## config.mk

```make
export PLATFORM = sky130hd
export DESIGN_NAME = nm_dco_pll
export DESIGN_NICKNAME = d
export VERILOG_FILES = /design/src/rtl/nm_pll_pkg.sv /design/src/rtl/nm_ref_shaper.sv /design/src/rtl/nm_divider.sv /design/src/rtl/nm_loop_ctrl.sv /design/src/rtl/nm_dco_pll.sv
export SDC_FILE = /design/constraint.sdc
export NUM_CORES = 1
export LEC_CHECK = 0
export BUFFER_PORTS_ARGS = -buffer_cell sky130_fd_sc_hd__buf_4
export CAP_MARGIN = 20
export CORE_MARGIN = 1.5
export CORE_UTILIZATION = 54
export CTS_CLUSTER_SIZE = 28
export DETAILED_ROUTE_END_ITERATION = 6
export PLACE_DENSITY_LB_ADDON = 0.08
export SETUP_SLACK_MARGIN = 0.1
export SYNTH_ARGS = -nofsm -noshare
export SYNTH_HDL_FRONTEND = slang
export SYNTH_SLANG_ARGS = --single-unit
```

## constraint.sdc

```tcl
create_clock -name clk -period 3.17 [get_ports clk]
set_input_delay 0.634 -clock clk [delete_from_list [all_inputs] [get_ports clk]]
set_output_delay 0.634 -clock clk [all_outputs]
set_load 0.05 [all_outputs]
```

## src/rtl/nm_pll_pkg.sv

```systemverilog
package nm_pll_pkg;

  typedef enum logic [1:0] {
    CMP_NONE  = 2'd0,
    CMP_EARLY = 2'd1,
    CMP_LATE  = 2'd2,
    CMP_HOLD  = 2'd3
  } cmp_t;

  // An earlier pulse in the window outranks a pulse in the comparison cycle,
  // so a harmonic (M*N = P/2) is still pushed upward.
  function automatic cmp_t judge(input logic seen_before, input logic pulse_now);
    if (seen_before)    return CMP_EARLY;
    else if (pulse_now) return CMP_HOLD;
    else                return CMP_LATE;
  endfunction

  function automatic int unsigned step_n(input int unsigned n, input cmp_t d,
                                         input int unsigned n_max);
    case (d)
      CMP_EARLY: return (n >= n_max) ? n : n + 1;
      CMP_LATE:  return (n <= 1) ? n : n - 1;
      default:   return n;
    endcase
  endfunction

endpackage

```

## src/rtl/nm_ref_shaper.sv

```systemverilog
module nm_ref_shaper #(
  parameter int SYNC_STAGES = 2
) (
  input  logic clk,
  input  logic rst_n,
  input  logic ref_in,
  output logic start_evt,
  output logic cmp_evt
);
  logic [SYNC_STAGES-1:0] sync_q;
  logic ref_d_q;
  logic half_q;
  logic ref_rise;

  always_ff @(posedge clk or negedge rst_n) begin
    if (!rst_n) begin
      sync_q  <= '0;
      ref_d_q <= 1'b0;
      half_q  <= 1'b0;
    end else begin
      sync_q  <= {sync_q[SYNC_STAGES-2:0], ref_in};
      ref_d_q <= sync_q[SYNC_STAGES-1];
      if (ref_rise) half_q <= ~half_q;
    end
  end

  assign ref_rise  = sync_q[SYNC_STAGES-1] & ~ref_d_q;
  assign start_evt = ref_rise & half_q;
  assign cmp_evt   = ref_rise & ~half_q;
endmodule

```

## src/rtl/nm_divider.sv

```systemverilog
module nm_divider #(
  parameter int N_W    = 8,
  parameter int M_DIV  = 4,
  parameter int N_INIT = 16,
  localparam int M_W   = (M_DIV > 1) ? $clog2(M_DIV) : 1
) (
  input  logic           clk,
  input  logic           rst_n,
  input  logic           start_evt,
  input  logic [N_W-1:0] n_load,
  output logic           v2,
  output logic [M_W-1:0] m_count
);
  logic [N_W-1:0] n_cnt_q;
  logic [M_W-1:0] m_cnt_q;
  logic           n_tc;
  logic           m_top;

  assign n_tc    = (n_cnt_q == '0);
  assign m_top   = (m_cnt_q == M_W'(M_DIV - 1));
  assign v2      = n_tc & m_top;
  assign m_count = m_cnt_q;

  always_ff @(posedge clk or negedge rst_n) begin
    if (!rst_n) begin
      n_cnt_q <= N_W'(N_INIT - 1);
      m_cnt_q <= '0;
    end else if (start_evt) begin
      n_cnt_q <= n_load - 1'b1;
      m_cnt_q <= '0;
    end else if (n_tc) begin
      n_cnt_q <= n_load - 1'b1;
      m_cnt_q <= m_top ? '0 : m_cnt_q + 1'b1;
    end else begin
      n_cnt_q <= n_cnt_q - 1'b1;
    end
  end
endmodule

```

## src/rtl/nm_loop_ctrl.sv

```systemverilog
module nm_loop_ctrl
  import nm_pll_pkg::*;
#(
  parameter int N_W      = 8,
  parameter int N_INIT   = 16,
  parameter int LOCK_CNT = 4
) (
  input  logic           clk,
  input  logic           rst_n,
  input  logic           start_evt,
  input  logic           cmp_evt,
  input  logic           v2,
  output logic [N_W-1:0] n_value,
  output logic           locked
);
  localparam int unsigned N_MAX = (1 << N_W) - 1;
  localparam int S_W = $clog2(LOCK_CNT + 1);

  logic           seen_q;
  logic           armed_q;
  logic [N_W-1:0] n_q;
  logic [N_W-1:0] n_nxt;
  logic [S_W-1:0] streak_q;
  cmp_t           verdict;

  always_comb begin
    verdict = CMP_NONE;
    if (cmp_evt && armed_q) verdict = judge(seen_q, v2);
    n_nxt = N_W'(step_n(32'(n_q), verdict, N_MAX));
  end

  always_ff @(posedge clk or negedge rst_n) begin
    if (!rst_n) begin
      seen_q   <= 1'b0;
      armed_q  <= 1'b0;
      n_q      <= N_W'(N_INIT);
      streak_q <= '0;
    end else begin
      if (start_evt)  seen_q <= 1'b0;
      else if (v2)    seen_q <= 1'b1;
      if (start_evt)  armed_q <= 1'b1;
      if (verdict != CMP_NONE) begin
        n_q <= n_nxt;
        if (n_nxt != n_q)                      streak_q <= '0;
        else if (streak_q != S_W'(LOCK_CNT))   streak_q <= streak_q + 1'b1;
      end
    end
  end

  assign n_value = n_q;
  assign locked  = (streak_q == S_W'(LOCK_CNT));
endmodule

```

## src/rtl/nm_dco_pll.sv

```systemverilog
module nm_dco_pll #(
  parameter int N_W         = 8,
  parameter int M_DIV       = 4,
  parameter int N_INIT      = 16,
  parameter int LOCK_CNT    = 4,
  parameter int SYNC_STAGES = 2,
  localparam int M_W        = (M_DIV > 1) ? $clog2(M_DIV) : 1
) (
  input  logic           clk,
  input  logic           rst_n,
  input  logic           ref_in,
  output logic           v2_out,
  output logic [N_W-1:0] n_value,
  output logic           locked
);
  logic           start_evt;
  logic           cmp_evt;
  logic [M_W-1:0] m_count;

  nm_ref_shaper #(.SYNC_STAGES(SYNC_STAGES)) u_shape (
    .clk       (clk),
    .rst_n     (rst_n),
    .ref_in    (ref_in),
    .start_evt (start_evt),
    .cmp_evt   (cmp_evt)
  );

  nm_divider #(.N_W(N_W), .M_DIV(M_DIV), .N_INIT(N_INIT)) u_div (
    .clk       (clk),
    .rst_n     (rst_n),
    .start_evt (start_evt),
    .n_load    (n_value),
    .v2        (v2_out),
    .m_count   (m_count)
  );

  nm_loop_ctrl #(.N_W(N_W), .N_INIT(N_INIT), .LOCK_CNT(LOCK_CNT)) u_loop (
    .clk       (clk),
    .rst_n     (rst_n),
    .start_evt (start_evt),
    .cmp_evt   (cmp_evt),
    .v2        (v2_out),
    .n_value   (n_value),
    .locked    (locked)
  );
endmodule

```

==> After elaboration in Yosys (flattened, before gate mapping) <==
Cells that the tools add are included.
{ "word_totals": {"reg_bits": 27, "latchBits": 0, "mem_bits_rw": 0, "rom_bits": 0, "inputBits": 3, "out_inout_bits": 10, "elab_cells": 51, "memories": 0} }
{ "op_classes": {"n_addsub": 6, "multipliers": 0, "div": 0, "magnitude_cmp": 2, "eq_ne": 6, "shift": 0, "n_mux": 15, "bitwise_logic": 6, "reduce_logical": 7} }
{ "ops": {"columns": ["operator", "count"], "rows": [
  ["$mux 8", 4],
  ["$sub 8x1->8 const B", 3],
  ["$pmux 8 s2", 1],
  ["$mux 2", 5],
  ["$add 8x1->8 const B", 1],
  ["$ge 8x8->1 const B", 1],
  ["$le 8x1->1 const B", 1],
  ["$logic_not 8->1", 1],
  ["$ne 8x8->1", 1],
  ["$reduce_bool 2->1", 4],
  ["$mux 3", 2],
  ["$and 1x1->1", 4],
  ["$eq 2x2->1 const B", 2],
  ["$add 3x1->3 const B", 1],
  ["$eq 3x3->1 const B", 1],
  ["$mux 1", 3],
  ["$ne 3x3->1 const B", 1],
  ["$add 2x1->2 const B", 1],
  ["$eq 2x1->1 const B", 1],
  ["$not 1->1", 2],
  ["$reduce_and 2->1", 1],
  ["$logic_and 1x1->1", 1]
]} }

==> Logic depth before layout (Yosys ltp) <==
{ "logic_depth": {"ltp_word": 10, "mapped_depth": 16, "ltp_nobuf": 16} }

==> Hierarchy <==
From an unflattened synthesis, not the netlist that was laid out.
{ "hier_totals": {"cells_unflattened": 258, "area_unflattened_um2": 2189.6} }
{ "modules_own_cells": {"columns": ["mod", "n_inst", "cells_per_inst", "area_each_um2", "seq_area_each_um2"], "rows": [
  ["nm_loop_ctrl", 1, 185, 1382.6, 326.6],
  ["nm_divider", 1, 64, 665.6, 255.2],
  ["nm_ref_shaper", 1, 9, 141.4, 100.1]
]} }

==> Worst setup path before layout <==
Ideal clock, no wire load.
{ "synth_path": {"kind": "reg-to-reg", "start": "reg u_div.n_cnt_q[0]", "end": "reg u_loop.streak_q[0]", "setup_ns": 0.083, "arrival_ns": 3.592, "required_time_ns": 3.087, "slack_ns": -0.505, "stages_incl_launch_ff": 17, "n_path_buf": 1, "synth_period_minus_slack_ns": 3.675, "path_cell_list": "dfstp_2 inv_1 ha_1 nand4bb_1 nor3_1 and2_1 nor2_1 or2_1 inv_1 ha_1 clkbuf_1 o31a_1 a21oi_1 a2111oi_2 a31o_1 a31oi_1 o22ai_1"} }
{ "synth_between": {"elab_chain_len": 10, "elab_cells_between_ends": 13, "cone_classes": "eq/ne: 3; mux: 5; bitwise: 1; reduce/logical: 4"} }
{ "synth_rtl": {"columns": ["element", "line_no", "source"], "rows": [
  ["start: declaration", "nm_divider.sv:14", "logic [N_W-1:0] n_cnt_q;"],
  ["start signal: assignment", "nm_divider.sv:26", "n_cnt_q <= N_W'(N_INIT - 1);"],
  ["start signal: assignment", "nm_divider.sv:29", "n_cnt_q <= n_load - 1'b1;"],
  ["start signal: assignment", "nm_divider.sv:32", "n_cnt_q <= n_load - 1'b1;"],
  ["$logic_not 8->1 (*)", "nm_divider.sv:19", "assign n_tc = (n_cnt_q == '0);"],
  ["$and 1x1->1 (*)", "nm_divider.sv:21", "assign v2 = n_tc & m_top;"],
  ["via v2_out", "nm_dco_pll.sv:12", "output logic v2_out,"],
  ["$mux 1 (*)", "nm_pll_pkg.sv:14", "else if (pulse_now) return CMP_HOLD;"],
  ["$mux 2 (*)", "nm_pll_pkg.sv:13", "if (seen_before) return CMP_EARLY;"],
  ["$mux 2 (*)", "nm_loop_ctrl.sv:28", "if (cmp_evt && armed_q) verdict = judge(seen_q, v2);"],
  ["$eq 2x2->1 or $eq 2x1->1 (tied branches)", "nm_pll_pkg.sv:20", "case (d)"],
  ["$pmux 8 s2", "nm_pll_pkg.sv:20", null],
  ["$ne 8x8->1", "nm_loop_ctrl.sv:44", "if (n_nxt != n_q) streak_q <= '0;"],
  ["$reduce_bool 2->1 (no source line)", null, null],
  ["$reduce_and 2->1 (no source line)", null, null],
  ["end signal: assignment", "nm_loop_ctrl.sv:45", "else if (streak_q != S_W'(LOCK_CNT)) streak_q <= streak_q + 1'b1;"],
  ["end: declaration", "nm_loop_ctrl.sv:23", "logic [S_W-1:0] streak_q;"]
]} }
Mark *: on every way through the listed nets, which the timed path passes. The rest lies on a longest branch.
A chain may end at the register's enable or synchronous reset.

==> Worst setup path after layout <==
{ "layout_path": {"start": "reg u_div.n_cnt_q[4]", "end": "reg u_loop.streak_q[1]"} }
{ "layout_between": {"elab_chain_len": 10, "elab_cells_between_ends": 13, "cone_classes": "eq/ne: 3; mux: 5; bitwise: 1; reduce/logical: 4"} }
{ "layout_rtl": {"columns": ["element", "line_no"], "rows": [
  ["$logic_not 8->1 (*)", "nm_divider.sv:19"],
  ["$and 1x1->1 (*)", "nm_divider.sv:21"],
  ["$mux 1 (*)", "nm_pll_pkg.sv:14"],
  ["$mux 2 (*)", "nm_pll_pkg.sv:13"],
  ["$mux 2 (*)", "nm_loop_ctrl.sv:28"],
  ["$eq 2x2->1 or $eq 2x1->1 (tied branches)", "nm_pll_pkg.sv:20"],
  ["$pmux 8 s2", "nm_pll_pkg.sv:20"],
  ["$ne 8x8->1", "nm_loop_ctrl.sv:44"],
  ["$reduce_bool 2->1 (no source line)", null],
  ["$reduce_and 2->1 (no source line)", null]
]} }
Mark *: on every way between the ends. The rest lies on a longest branch, timed or not.

==> flow_metrics.tcl <==
set metrics [dict create \
    grt_pass1_vias 1702 \
    critical-path-slowest-cell "dfrtp_1" \
    ys_ff_latch 27 \
    finalSetupViolations 0 \
    overflow 0 \
    cp_max_fo 8 \
    p_sw_share_pct 37.19 \
    status "finished clean" \
    dp_slack_ns -0.02378 \
    nets 268 \
    combPwrFrac_pct 32.0 \
    grt_max_degree 28 \
    num_vias 1864 \
    ff_latch_area_um2 681.9 \
    critPathLaunch "u_div.n_cnt_q[4]$_DFF_PN0_" \
    ys_types 52 \
    avgSynthCellArea_um2 8.753 \
    relSlewSlack_pct 49.89 \
    critPathBufInv 1 \
    final_cell_area_um2 2397 \
    design.die.area_um2 4018 \
    final_common_cell "buf_4" \
    wl_per_cell_um 17.36 \
    clkTransAtPathRegs_ns 0.18 \
    synthCells 225 \
    gp_congestion 1.069 \
    final_cell_mix "buf_4, dfrtp_1, nand2_1" \
    multi_input_area_um2 1319 \
    cts_tree "done" \
    wl_um 5209 \
    place_area_um2 2225 \
    io_buffers 12 \
    synthMuxAreaShare_pct 2.033 \
    antenna_cells 0 \
    ys.flop_type "dfrtp_1" \
    startpoint_type "flip-flop" \
    p_int_w 0.0006465 \
    insertion_delay_ns 0.36 \
    tightest_slew_ns 0.7489 \
    antenna_found_initial 0 \
    start_util_pct 57.66 \
    fillers 281 \
    synth-xor-area-share_pct 5.337 \
    synth_area_leaders "dfrtp_1, dfstp_2, ha_1" \
    clock_skew_ns 0.01688 \
    clockBufferDepth 2 \
    grt_use_total_pct 26.78 \
    timing.rr.start "u_div.n_cnt_q[4]$_DFF_PN0_" \
    synth_edf_count 0 \
    irDropWorstVdd_v 0.0003853 \
    yosysTopAreaCell "dfrtp_1" \
    drv_slew 0 \
    p_per_area_nw_per_um2 429.4 \
    root_buffer "clkbuf_4" \
    layout-drive-gt1-share_pct 29.92 \
    die_x_um 63.39 \
    fmax_ghz 0.3257 \
    p_leak_nw 1.053 \
    rsz0062_at_grt "true" \
    syn-cell-area_um2 1969 \
    fin_crit_sh_pct 96.84 \
    final_cells 300 \
    clockPowerShare_pct 17.2 \
    cp-end-kind "flip-flop" \
    area_delta_synth_final_pct 21.73 \
    fin_crit_ns 3.070 \
    route.detailed.drc 0 \
    ant_nets 0 \
    seqPwrFrac_pct 50.8 \
    die_h_um 63.39 \
    critical_path_class "flip-flop to flip-flop" \
    firstDrtPassIters 5 \
    ctsHtreeMaxLevel 1 \
    required_ns 3.41 \
    total_power_w 0.001029 \
    critical_path.top_delay_family "simple AND/OR/NAND/NOR gates" \
    cts_num_sinks 27 \
    ys_warn_count 0 \
    synth_compound_area_share_pct 23.70 \
    crit_top_cell "nor2_4" \
    grt_pass1_wl_um 8355 \
    holdBufCountCts 0 \
    hpwlAfterDp_um 3749 \
    std_cell_rows 21 \
    utilization_pct 70.18 \
    drv_cap 0 \
    synth-async-reset-ratio_pct 100.0 \
    core_um2 3416 \
    slowest_delay_ns 0.46 \
    arrival_ns 3.31 \
    via_per_inst 6.213 \
    synthAdderAreaFrac_pct 6.353 \
    synthesis.nets 238 \
    min_path_type "input pin to asynchronous set/reset pin" \
    synth_top_area_share_pct 27.95 \
    cts_made_buffers 3 \
    synth_top_family_by_area "compound AO/OA/AOI/OAI gates" \
    layout_setup_ws_ns 0.1001 \
    path_cells "nor2_4 > nand4bb_4 > nor3_4 > and2_4 > nor2_4 > or2_4 > inv_2 > ha_4 > nand4_1 > or2_1 > a21oi_2 > a2111oi_2 > a31o_1 > a31oi_2 > o22ai_1" \
    io_pins 13 \
    dp.cells 289 \
    drt_iter0_markers 203 \
    yosysSeqAreaShare_pct 34.63 \
    switchingPower_w 0.0003828 \
    finalHoldViolations 0 \
    yosys.area_share.simple_pct 22.81 \
]
power by group through the flow:
stage          clock network [W]  registers, W  logic (W)
6_report                0.000177      0.000523   0.000329
3_3_place_gp                   0      0.000510   0.000269
2_1_floorplan                  0      0.000497   0.000219
3_5_place_dp                   0      0.000519   0.000284
4_1_cts                 0.000180      0.000516   0.000313
5_1_grt                 0.000192      0.000535   0.000370
synth_stat cells (4+ instances only):
| cell | instances |
|---|---|
| a21oi_1 | 14 |
| a31oi_1 | 4 |
| and2_1 | 4 |
| buf_2 | 6 |
| dfrtp_1 | 22 |
| dfstp_2 | 5 |
| ha_1 | 10 |
| inv_1 | 14 |
| mux2i_1 | 4 |
| nand2_1 | 22 |
| nand2b_1 | 4 |
| nand3_1 | 7 |
| nand4_1 | 4 |
| nor2_1 | 20 |
| nor3_1 | 6 |
| nor3b_1 | 4 |
| o21ai_0 | 16 |
| xnor2_1 | 5 |
| xor2_1 | 7 |
cell type report:
class | count | area share [%]
clock inverters | 1 | 0.3653
multi-input cells | 175 | 55.01
inverters | 14 | 2.192
well taps | 46 | 2.401
flip-flops and latches | 27 | 28.44
repair buffers | 34 | 10.65
clock buffers | 3 | 0.9395
path summary, 6_finish.rpt:
check | endpoint | slack [ns] | depth (start not counted)
min reg2reg | u_shape.sync_q[1]$_DFF_PN0_ | 0.38 | 0
min | u_div.n_cnt_q[4]$_DFF_PN0_ | 0.15 | 1
min in group clk | u_shape.sync_q[0]$_DFF_PN0_ | 0.38 | 1
max in group asynchronous | u_div.n_cnt_q[0]$_DFF_PN1_ | 2.70 | 1
max reg2reg | u_loop.streak_q[1]$_DFFE_PN0P_ | 0.10 | 15
max | u_loop.streak_q[1]$_DFFE_PN0P_ | 0.10 | 15
through the flow:
stage | hold WS (ns) | setup TNS, ns
after detailed placement | 0.3441 | -0.03390
final | 0.1476 | 0
after floorplan | 0.3312 | 0
after global routing | 0.1715 | -0.02742
after global placement | 0.3443 | 0
after CTS | 0.1634 | 0
per-layer routing:
layer | global-route usage [%] | vias up | part of all wire [%] | routed length, um
met5 | 0 | - | 0 | 0
met4 | 8.967 | 0 | 1.7 | 91
met3 | 3.571 | 8 | 7.9 | 410
met2 | 43.03 | 103 | 48 | 2519
met1 | 37.16 | 882 | 42 | 2188
li1 | - | 871 | - | -
worst register-to-register path, cell delays in order (launching register included):
cell       delay (ns)
dfrtp_1          0.46
nor2_4           0.14
nand4bb_4        0.14
nor3_4           0.19
and2_4           0.19
nor2_4           0.03
or2_4            0.27
inv_2            0.07
ha_4             0.19
nand4_1          0.21
or2_1            0.32
a21oi_2          0.16
a2111oi_2        0.05
a31o_1           0.24
a31oi_2          0.21
o22ai_1          0.10
registers in the layout, summed over array words and instances (netlist names):
signal,flops
u_shape.half_q,1
u_loop.seen_q,1
u_div.m_count,2
u_loop.streak_q,3
u_shape.ref_d_q,1
u_div.n_cnt_q,8
u_loop.n_value,8
u_shape.sync_q,2
u_loop.armed_q,1
cell families after synthesis:
family                   after synthesis
AO/OA/AOI/OAI                         64
XOR/XNOR                              12
adder cells (fa/ha/maj)               10
buffers and inverters                 23
flip-flops                            27
multiplexers                           4
AND/OR/NAND/NOR                       85
what timing repair did:
item	4_1_cts	5_1_grt
pin swaps	6	14
setup endpoints to repair	3	3
resized for setup	5	12
buffers inserted	1	6
Note: power is estimated with default switching activity, not from simulation.
